### config.mk
export PLATFORM = sky130hd
export DESIGN_NAME = i2cs_byte_shifter
export DESIGN_NICKNAME = d
export VERILOG_FILES = /design/src/rtl/i2cs_pkg.sv /design/src/rtl/i2cs_bit_ctr.sv /design/src/rtl/i2cs_shift_chain.sv /design/src/rtl/i2cs_sda_out.sv /design/src/rtl/i2cs_byte_shifter.sv
export SDC_FILE = /design/constraint.sdc
export NUM_CORES = 1
export LEC_CHECK = 0
export BUFFER_PORTS_ARGS = -buffer_cell sky130_fd_sc_hd__buf_2
export CAP_MARGIN = 20
export CORE_ASPECT_RATIO = 0.7
export CORE_MARGIN = 1.5
export CORE_UTILIZATION = 40
export DETAILED_ROUTE_END_ITERATION = 7
export PLACE_DENSITY_LB_ADDON = 0.15
export REMOVE_ABC_BUFFERS = 1
export SLEW_MARGIN = 0
export SYNTH_ARGS = -nofsm -noshare
export SYNTH_HDL_FRONTEND = slang
export SYNTH_SLANG_ARGS = --single-unit
### constraint.sdc
create_clock -name clk_i -period 1.71 [get_ports clk_i]
set_input_delay 0.171 -clock clk_i [delete_from_list [all_inputs] [get_ports clk_i]]
set_output_delay 0.171 -clock clk_i [all_outputs]
set_load 0.005 [all_outputs]
### src/rtl/i2cs_pkg.sv
package i2cs_pkg;
  typedef enum logic [1:0] {
    SLOT_IDLE = 2'd0,
    SLOT_DATA = 2'd1,
    SLOT_ACK  = 2'd2
  } slot_e;
endpackage

### src/rtl/i2cs_bit_ctr.sv
module i2cs_bit_ctr
  import i2cs_pkg::*;
#(
  parameter int DATA_W = 8
) (
  input  logic  clk_i,
  input  logic  rst_ni,
  input  logic  start_i,
  input  logic  scl_rise_i,
  output logic  busy_o,
  output slot_e slot_o,
  output logic  cnt_zero_o,
  output logic  shift_data_o,
  output logic  shift_ack_o,
  output logic  byte_done_o,
  output logic  ack_done_o
);
  localparam int CNT_W = $clog2(DATA_W + 2);
  localparam logic [CNT_W-1:0] LAST_DATA = CNT_W'(DATA_W - 1);
  localparam logic [CNT_W-1:0] ACK_POS   = CNT_W'(DATA_W);

  logic [CNT_W-1:0] cnt_q;
  logic             busy_q;

  always_comb begin
    if (!busy_q)             slot_o = SLOT_IDLE;
    else if (cnt_q == ACK_POS) slot_o = SLOT_ACK;
    else                     slot_o = SLOT_DATA;
  end

  assign cnt_zero_o   = (cnt_q == '0);
  assign shift_data_o = scl_rise_i && (slot_o == SLOT_DATA);
  assign shift_ack_o  = scl_rise_i && (slot_o == SLOT_ACK);
  assign busy_o       = busy_q;

  always_ff @(posedge clk_i or negedge rst_ni) begin
    if (!rst_ni) begin
      cnt_q       <= '0;
      busy_q      <= 1'b0;
      byte_done_o <= 1'b0;
      ack_done_o  <= 1'b0;
    end else begin
      byte_done_o <= 1'b0;
      ack_done_o  <= 1'b0;
      if (!busy_q) begin
        if (start_i) begin
          busy_q <= 1'b1;
          cnt_q  <= '0;
        end
      end else if (shift_data_o) begin
        cnt_q <= cnt_q + 1'b1;
        if (cnt_q == LAST_DATA) byte_done_o <= 1'b1;
      end else if (shift_ack_o) begin
        cnt_q      <= '0;
        busy_q     <= 1'b0;
        ack_done_o <= 1'b1;
      end
    end
  end
endmodule

### src/rtl/i2cs_shift_chain.sv
module i2cs_shift_chain #(
  parameter int DATA_W = 8
) (
  input  logic              clk_i,
  input  logic              rst_ni,
  input  logic              wr_en_i,
  input  logic [DATA_W-1:0] wr_data_i,
  input  logic              shift_data_i,
  input  logic              shift_ack_i,
  input  logic              sda_i,
  output logic [DATA_W-1:0] data_o,
  output logic              ack_flag_o
);
  // data bits then ack flag form one chain; bus level always enters at bit 0
  always_ff @(posedge clk_i or negedge rst_ni) begin
    if (!rst_ni) begin
      data_o     <= '0;
      ack_flag_o <= 1'b0;
    end else if (shift_data_i) begin
      data_o <= {data_o[DATA_W-2:0], sda_i};
    end else if (shift_ack_i) begin
      ack_flag_o <= sda_i;
    end else if (wr_en_i) begin
      data_o <= wr_data_i;
    end
  end
endmodule

### src/rtl/i2cs_sda_out.sv
module i2cs_sda_out
  import i2cs_pkg::*;
(
  input  logic  clk_i,
  input  logic  rst_ni,
  input  logic  load_i,
  input  logic  tx_i,
  input  logic  msb_i,
  input  logic  scl_fall_i,
  input  slot_e slot_i,
  input  logic  cnt_zero_i,
  input  logic  ack_drive_i,
  output logic  sda_o
);
  always_ff @(posedge clk_i or negedge rst_ni) begin
    if (!rst_ni) begin
      sda_o <= 1'b1;
    end else if (load_i) begin
      sda_o <= tx_i ? msb_i : 1'b1;
    end else if (scl_fall_i) begin
      unique case (slot_i)
        SLOT_DATA: if (!cnt_zero_i) sda_o <= tx_i ? msb_i : 1'b1;
        SLOT_ACK:  sda_o <= tx_i ? 1'b1 : ack_drive_i;
        default:   sda_o <= 1'b1;
      endcase
    end
  end
endmodule

### src/rtl/i2cs_byte_shifter.sv
module i2cs_byte_shifter
  import i2cs_pkg::*;
#(
  parameter int DATA_W = 8,
  parameter int REG_W  = 32
) (
  input  logic             clk_i,
  input  logic             rst_ni,
  input  logic             reg_we_i,
  input  logic [REG_W-1:0] reg_wdata_i,
  output logic [REG_W-1:0] reg_rdata_o,
  input  logic             start_i,
  input  logic             tx_mode_i,
  input  logic             ack_drive_i,
  input  logic             scl_rise_i,
  input  logic             scl_fall_i,
  input  logic             sda_i,
  output logic             sda_o,
  output logic             busy_o,
  output logic             byte_done_o,
  output logic             ack_done_o,
  output logic             ack_bit_o
);
  slot_e             slot;
  logic              cnt_zero;
  logic              shift_data;
  logic              shift_ack;
  logic              start_ok;
  logic              wr_ok;
  logic [DATA_W-1:0] data;
  logic              unused_wdata;

  assign start_ok     = start_i && !busy_o;
  assign wr_ok        = reg_we_i && !busy_o && !start_i;
  assign unused_wdata = ^reg_wdata_i[REG_W-1:DATA_W];
  assign reg_rdata_o  = {{(REG_W-DATA_W){1'b0}}, data};

  i2cs_bit_ctr #(.DATA_W(DATA_W)) u_ctr (
    .clk_i        (clk_i),
    .rst_ni       (rst_ni),
    .start_i      (start_ok),
    .scl_rise_i   (scl_rise_i),
    .busy_o       (busy_o),
    .slot_o       (slot),
    .cnt_zero_o   (cnt_zero),
    .shift_data_o (shift_data),
    .shift_ack_o  (shift_ack),
    .byte_done_o  (byte_done_o),
    .ack_done_o   (ack_done_o)
  );

  i2cs_shift_chain #(.DATA_W(DATA_W)) u_chain (
    .clk_i        (clk_i),
    .rst_ni       (rst_ni),
    .wr_en_i      (wr_ok),
    .wr_data_i    (reg_wdata_i[DATA_W-1:0]),
    .shift_data_i (shift_data),
    .shift_ack_i  (shift_ack),
    .sda_i        (sda_i),
    .data_o       (data),
    .ack_flag_o   (ack_bit_o)
  );

  i2cs_sda_out u_out (
    .clk_i       (clk_i),
    .rst_ni      (rst_ni),
    .load_i      (start_ok),
    .tx_i        (tx_mode_i),
    .msb_i       (data[DATA_W-1]),
    .scl_fall_i  (scl_fall_i),
    .slot_i      (slot),
    .cnt_zero_i  (cnt_zero),
    .ack_drive_i (ack_drive_i),
    .sda_o       (sda_o)
  );
endmodule

Yosys cells after proc, flatten, opt, wreduce, memory -nomap -nowiden
Index checks and enable logic that the tools add are counted.

Word-level logic and storage cells: 56. Bits in registers: 17.

Muxes and demuxes: 25. Add/subtract/negate cells: 1. Bitwise gates (word level): 1. Reductions and logical operators: 15. Equal/unequal tests: 7.

Operator list (count): two-way mux 8 bit (3); two-way mux 4 bit (4); two-way mux 1 bit (15); AND reduction 2 bit (4); inequality test 3 bit (second input constant) (2); nonzero test 2 bit (3); logical AND 1 bit (5); adder 4 x 1 -> 4 bit (second input constant) (1); equality test 4 x 3 -> 1 bit (second input constant) (1); equality test 4 bit (second input constant) (1); zero test 4 bit (1); two-way mux 2 bit (2); equality test 2 x 1 -> 1 bit (second input constant) (1); equality test 2 bit (second input constant) (1); zero test 1 bit (2); inequality test 2 bit (second input constant) (1); case mux 1 bit (2 select lines) (1); inverter 1 bit (1).

Longest topological paths before layout
Depth in word-level cells: 8. Depth in mapped cells: 6.

By module
Synthesis repeated with hierarchy kept, for this count alone.

Cells, all modules: 126. Area total of the unflattened synthesis: 1282.5 um^2.

Modules (own cells, without submodules): i2cs_shift_chain (area each 570.5 um^2, seq. area each 225.2 um^2, instances 1, cells an instance 46); i2cs_bit_ctr (area each 384.1 um^2, seq. area each 175.2 um^2, instances 1, cells an instance 39); i2cs_byte_shifter (area each 202.7 um^2, seq. area each 0.0 um^2, instances 1, cells an instance 27); i2cs_sda_out (area each 125.1 um^2, seq. area each 26.3 um^2, instances 1, cells an instance 14).

Least setup slack after synthesis
No wires, ideal clock.

Path kind: reg-to-reg. From: register u_ctr.busy_q (netlist: u_ctr.busy_o). To: register u_chain.data_o[0]. Setup time: 0.125 ns. Buffers on the path: 2. Data required time: 1.585 ns. Data arrival time: 1.492 ns. Setup slack: 0.093 ns. Stages on the path, launching flop included: 6. Clock period less this slack: 1.617 ns. Path through: dfrtp_1 > buf_2 > nor3b_1 > buf_6 > mux2_1 > mux2_2.

Longest elaborated chain between the ends: 5. Elaborated cells on any way between the ends: 12. Those cells by class: 3 x eq/ne; 2 x mux; 7 x reduce/logical.

RTL lines: from (decl) (RTL line i2cs_bit_ctr.sv:23) `logic busy_q;`; from (signal assigned) (RTL line i2cs_bit_ctr.sv:39) `busy_q <= 1'b0;`; from (signal assigned) (RTL line i2cs_bit_ctr.sv:47) `busy_q <= 1'b1;`; from (signal assigned) (RTL line i2cs_bit_ctr.sv:55) `busy_q <= 1'b0;`; two-way mux 2 bit or zero test 1 bit (tied branches); equality test 2 x 1 -> 1 bit (tied with other cells) (RTL line i2cs_bit_ctr.sv:32) `assign shift_data_o = scl_rise_i && (slot_o == SLOT_DATA);`; logical AND 1 bit (on tied branches) (RTL line i2cs_bit_ctr.sv:32, i2cs_byte_shifter.sv:34, i2cs_bit_ctr.sv:33); inequality test 2 bit (no source line) or nonzero test 2 bit (tied branches); AND reduction 2 bit (no source line); to (signal assigned) (RTL line i2cs_shift_chain.sv:20) `data_o <= {data_o[DATA_W-2:0], sda_i};`; to (signal assigned) (RTL line i2cs_shift_chain.sv:24) `data_o <= wr_data_i;`; to (decl) (RTL line i2cs_shift_chain.sv:11) `output logic [DATA_W-1:0] data_o,`.

Parallel ways exist; a longest one is shown, timed or not. A chain may end at the register's enable or synchronous reset.

Final worst setup path
Ends and elaborated chain as after synthesis.

==> flow_metrics.tcl <==
set metrics [dict create \
    yosysTopAreaCell "dfrtp_1" \
    rsz0062_at_grt "false" \
    switchingPower_uw 581.8 \
    ant_nets 0 \
    die_y_um 46.32 \
    grt.total_usage 0.1399 \
    antenna_found_initial 0 \
    synthFlopType "dfrtp_1" \
    power_density_nw_per_um2 1320 \
    syn_inst 106 \
    finalSetupViolCount 0 \
    synthDistinctLibCells 35 \
    fin_skew_ps 5.397 \
    cts_buffers 3 \
    layout-drive-gt1-share 0.3357 \
    pwr-share-seq 0.408 \
    finalCritPeriodShare 0.9497 \
    synth-edff-count 0 \
    clk_latency_ps 250 \
    cp_max_fo 3 \
    viasPerCell 4.650 \
    avgRoutedWirePerCell_um 11.54 \
    power_frac_comb 0.408 \
    firstDrtPassIters 4 \
    worst_pin_slew_ps 581.4 \
    drt-total-wl_mm 2.042 \
    holdPathEnd "u_chain.ack_flag_o" \
    die_x_um 64.89 \
    grt_pass1_vias 635 \
    clock_path_buffers 2 \
    fmax_mhz 615.8 \
    hold_path_class "in2reg" \
    min_from "sda_i" \
    total_power_mw 1.675 \
    ir_drop_uv 681.0 \
    cellLeakagePower_nw 0.6471 \
    cts_sinks 17 \
    clkSlewWorstSetupHoldPaths_ps 70 \
    cts_root_buf "clkbuf_8" \
    synth.avg_cell_area_sq_um 10.12 \
    synth_top_area_frac 0.3734 \
    drc 0 \
    seqCellArea_sq_um 426.7 \
    grt_pass1_wl_mm 3.111 \
    critical_path_class "reg2reg" \
    switching_share 0.3474 \
    arrival_ps 1770 \
    vias 823 \
    area_growth_pct 18.32 \
    multi_input_area_sq_um 498.0 \
    whs_ps 147.7 \
    cts_tree "done" \
    status "finished, final reports clean" \
    p_int_mw 1.093 \
    core-area_sq_um 2496 \
    place_congestion 0.6842 \
    slew_viol_final 0 \
    ios 78 \
    portBuffers 29 \
    startpoint_type "flip-flop" \
    start_util 0.4296 \
    gr-total-overflow 0 \
    hold_viol 0 \
    cts_max_level 1 \
    pwr-share-clk 0.184 \
    cap_viol_max_count 0 \
    r2r_end "u_chain.data_o[0]" \
    r2r-start "u_ctr.busy_o" \
    dp_hpwl_mm 1.535 \
    rows 15 \
    ys_ff_latch 17 \
    holdPathStages 2 \
    slew_headroom 0.6116 \
    synth_area_leaders "dfrtp_1 (37%), buf_4 (18%), mux2i_1 (7.5%), o21ai_1 (3.3%), nand4_1 (2.9%)" \
    diodes 0 \
    ys_seq_area_frac 0.3979 \
    synthArstFlopShare 1.000 \
    rrSetupSlack_ps 90 \
    crit_path_end_kind "flip-flop" \
    synth_area_sq_um 1072 \
    die_area_sq_um 3005 \
    nets 187 \
    yosysWarnings 0 \
    worst-r2r-cell-count 3 \
    required_ps 1850 \
    drtIter0Drc 32 \
    fillers 250 \
    grt_max_degree 19 \
    period_needed_ps 1624 \
]
[metal layers]
layer,routed length [um],track usage
met1,1052,0.2200
met2,823,0.1897
met3,166,0.04401
met4,0,0.01277
met5,0,0
[worst max-delay path, cell delays in order (launching register included)]
cell,delay [ps]
dfrtp_1,380
nor3b_1,510
mux2_1,370
mux2_2,260
[cell usage in the layout, fill, tap and decap left out, drive strengths merged, types with 2 or more instances in the layout]
cell type / synthesis / routed
nand2: 4 / 4
dfrtp: 16 / 16
o21ai: 7 / 7
mux2: 3 / 3
mux2i: 8 / 8
nor4bb: 2 / 2
nor2: 4 / 4
clkbuf: 1 / 3
inv: 5 / 5
ha: 2 / 2
buf: 29 / 39
nand4: 5 / 5
conb: 1 / 24
nand3: 2 / 2
[cell usage after synthesis, types with 2 or more instances]
cell and count:
buf_2 2, buf_4 26, dfrtp_1 16, ha_1 2, inv_1 5, mux2_1 2, mux2i_1 8, nand2_1 4
nand3_1 2, nand4_1 5, nor2_1 3, nor4bb_1 2, o21ai_1 7
[power by group through the flow]
stage	combinational (mW)	clock, mW	sequential (mW)
finish	0.684	0.308	0.683
global route	0.773	0.336	0.710
CTS	0.678	0.318	0.681
detailed placement	0.674	0	0.685
global placement	0.661	0	0.686
floorplan	0.346	0	0.712
[repair_timing]
item | CTS | global route
gates resized for setup | 0 | 2
hold buffers | 1 | 0
buffers inserted | 0 | 1
endpoints found under the hold margin | 16 | 0
endpoints found under the setup margin | 0 | 1
[kinds of logic (layout without fill, tap and decap cells)]
logic type,count (synthesis),after routing,share of synthesized area
compound gates,15,15,0.09802
xor+xnor,1,1,0.008170
fa+ha+maj,2,2,0.02333
buf+inv,35,49,0.2229
flops,17,17,0.3979
mux,11,11,0.1062
other cells,1,24,0.003497
simple gates,24,24,0.1400
[how the worst max path moves through the flow]
stage / slack, ps / to / start
after floorplan: -530 / u_chain.data_o[0] / u_ctr.busy_o
after global placement: 90 / u_chain.data_o[0] / u_ctr.cnt_q[0]
after detailed placement: 90 / u_chain.data_o[0] / u_ctr.cnt_q[0]
after CTS: 80 / u_chain.data_o[0] / u_ctr.cnt_q[0]
after global routing: 40 / u_chain.ack_flag_o / u_ctr.cnt_q[0]
final: 90 / u_chain.data_o[0] / u_ctr.busy_o
[layout make-up]
| cell class | instances | share of cell area |
|---|---|---|
| well taps | 34 | 0.03353 |
| inverters | 5 | 0.01479 |
| clock inverters | 1 | 0.005917 |
| repair buffers | 40 | 0.1844 |
| multi-input cells | 77 | 0.3925 |
| flip-flops and latches | 17 | 0.3363 |
| clock buffers | 3 | 0.03254 |
[stage by stage]
step / cell area (sq um) / util / std cells / TNS, ps / setup WS, ps
floorplan: 938.4 / - / 99 / -2239 / -531.6
finish: 1269 / 0.5083 / 177 / 0 / 86.03
global route: 1269 / 0.5083 / 177 / 0 / 36.78
CTS: 1252 / 0.5018 / 176 / 0 / 81.61
global placement: 1194 / 0.4782 / 171 / 0 / 89.34
detailed placement: 1194 / 0.4782 / 171 / 0 / 92.57
[registers in the layout, summed over array words and instances (netlist names)]
signal,count
u_chain.data_o,8
u_ctr.busy_o,1
u_ctr.cnt_q,4
u_ctr.ack_done_o,1
u_chain.ack_flag_o,1
u_ctr.byte_done_o,1
u_out.sda_o,1
No activity file was read; power rests on OpenSTA's default activity.
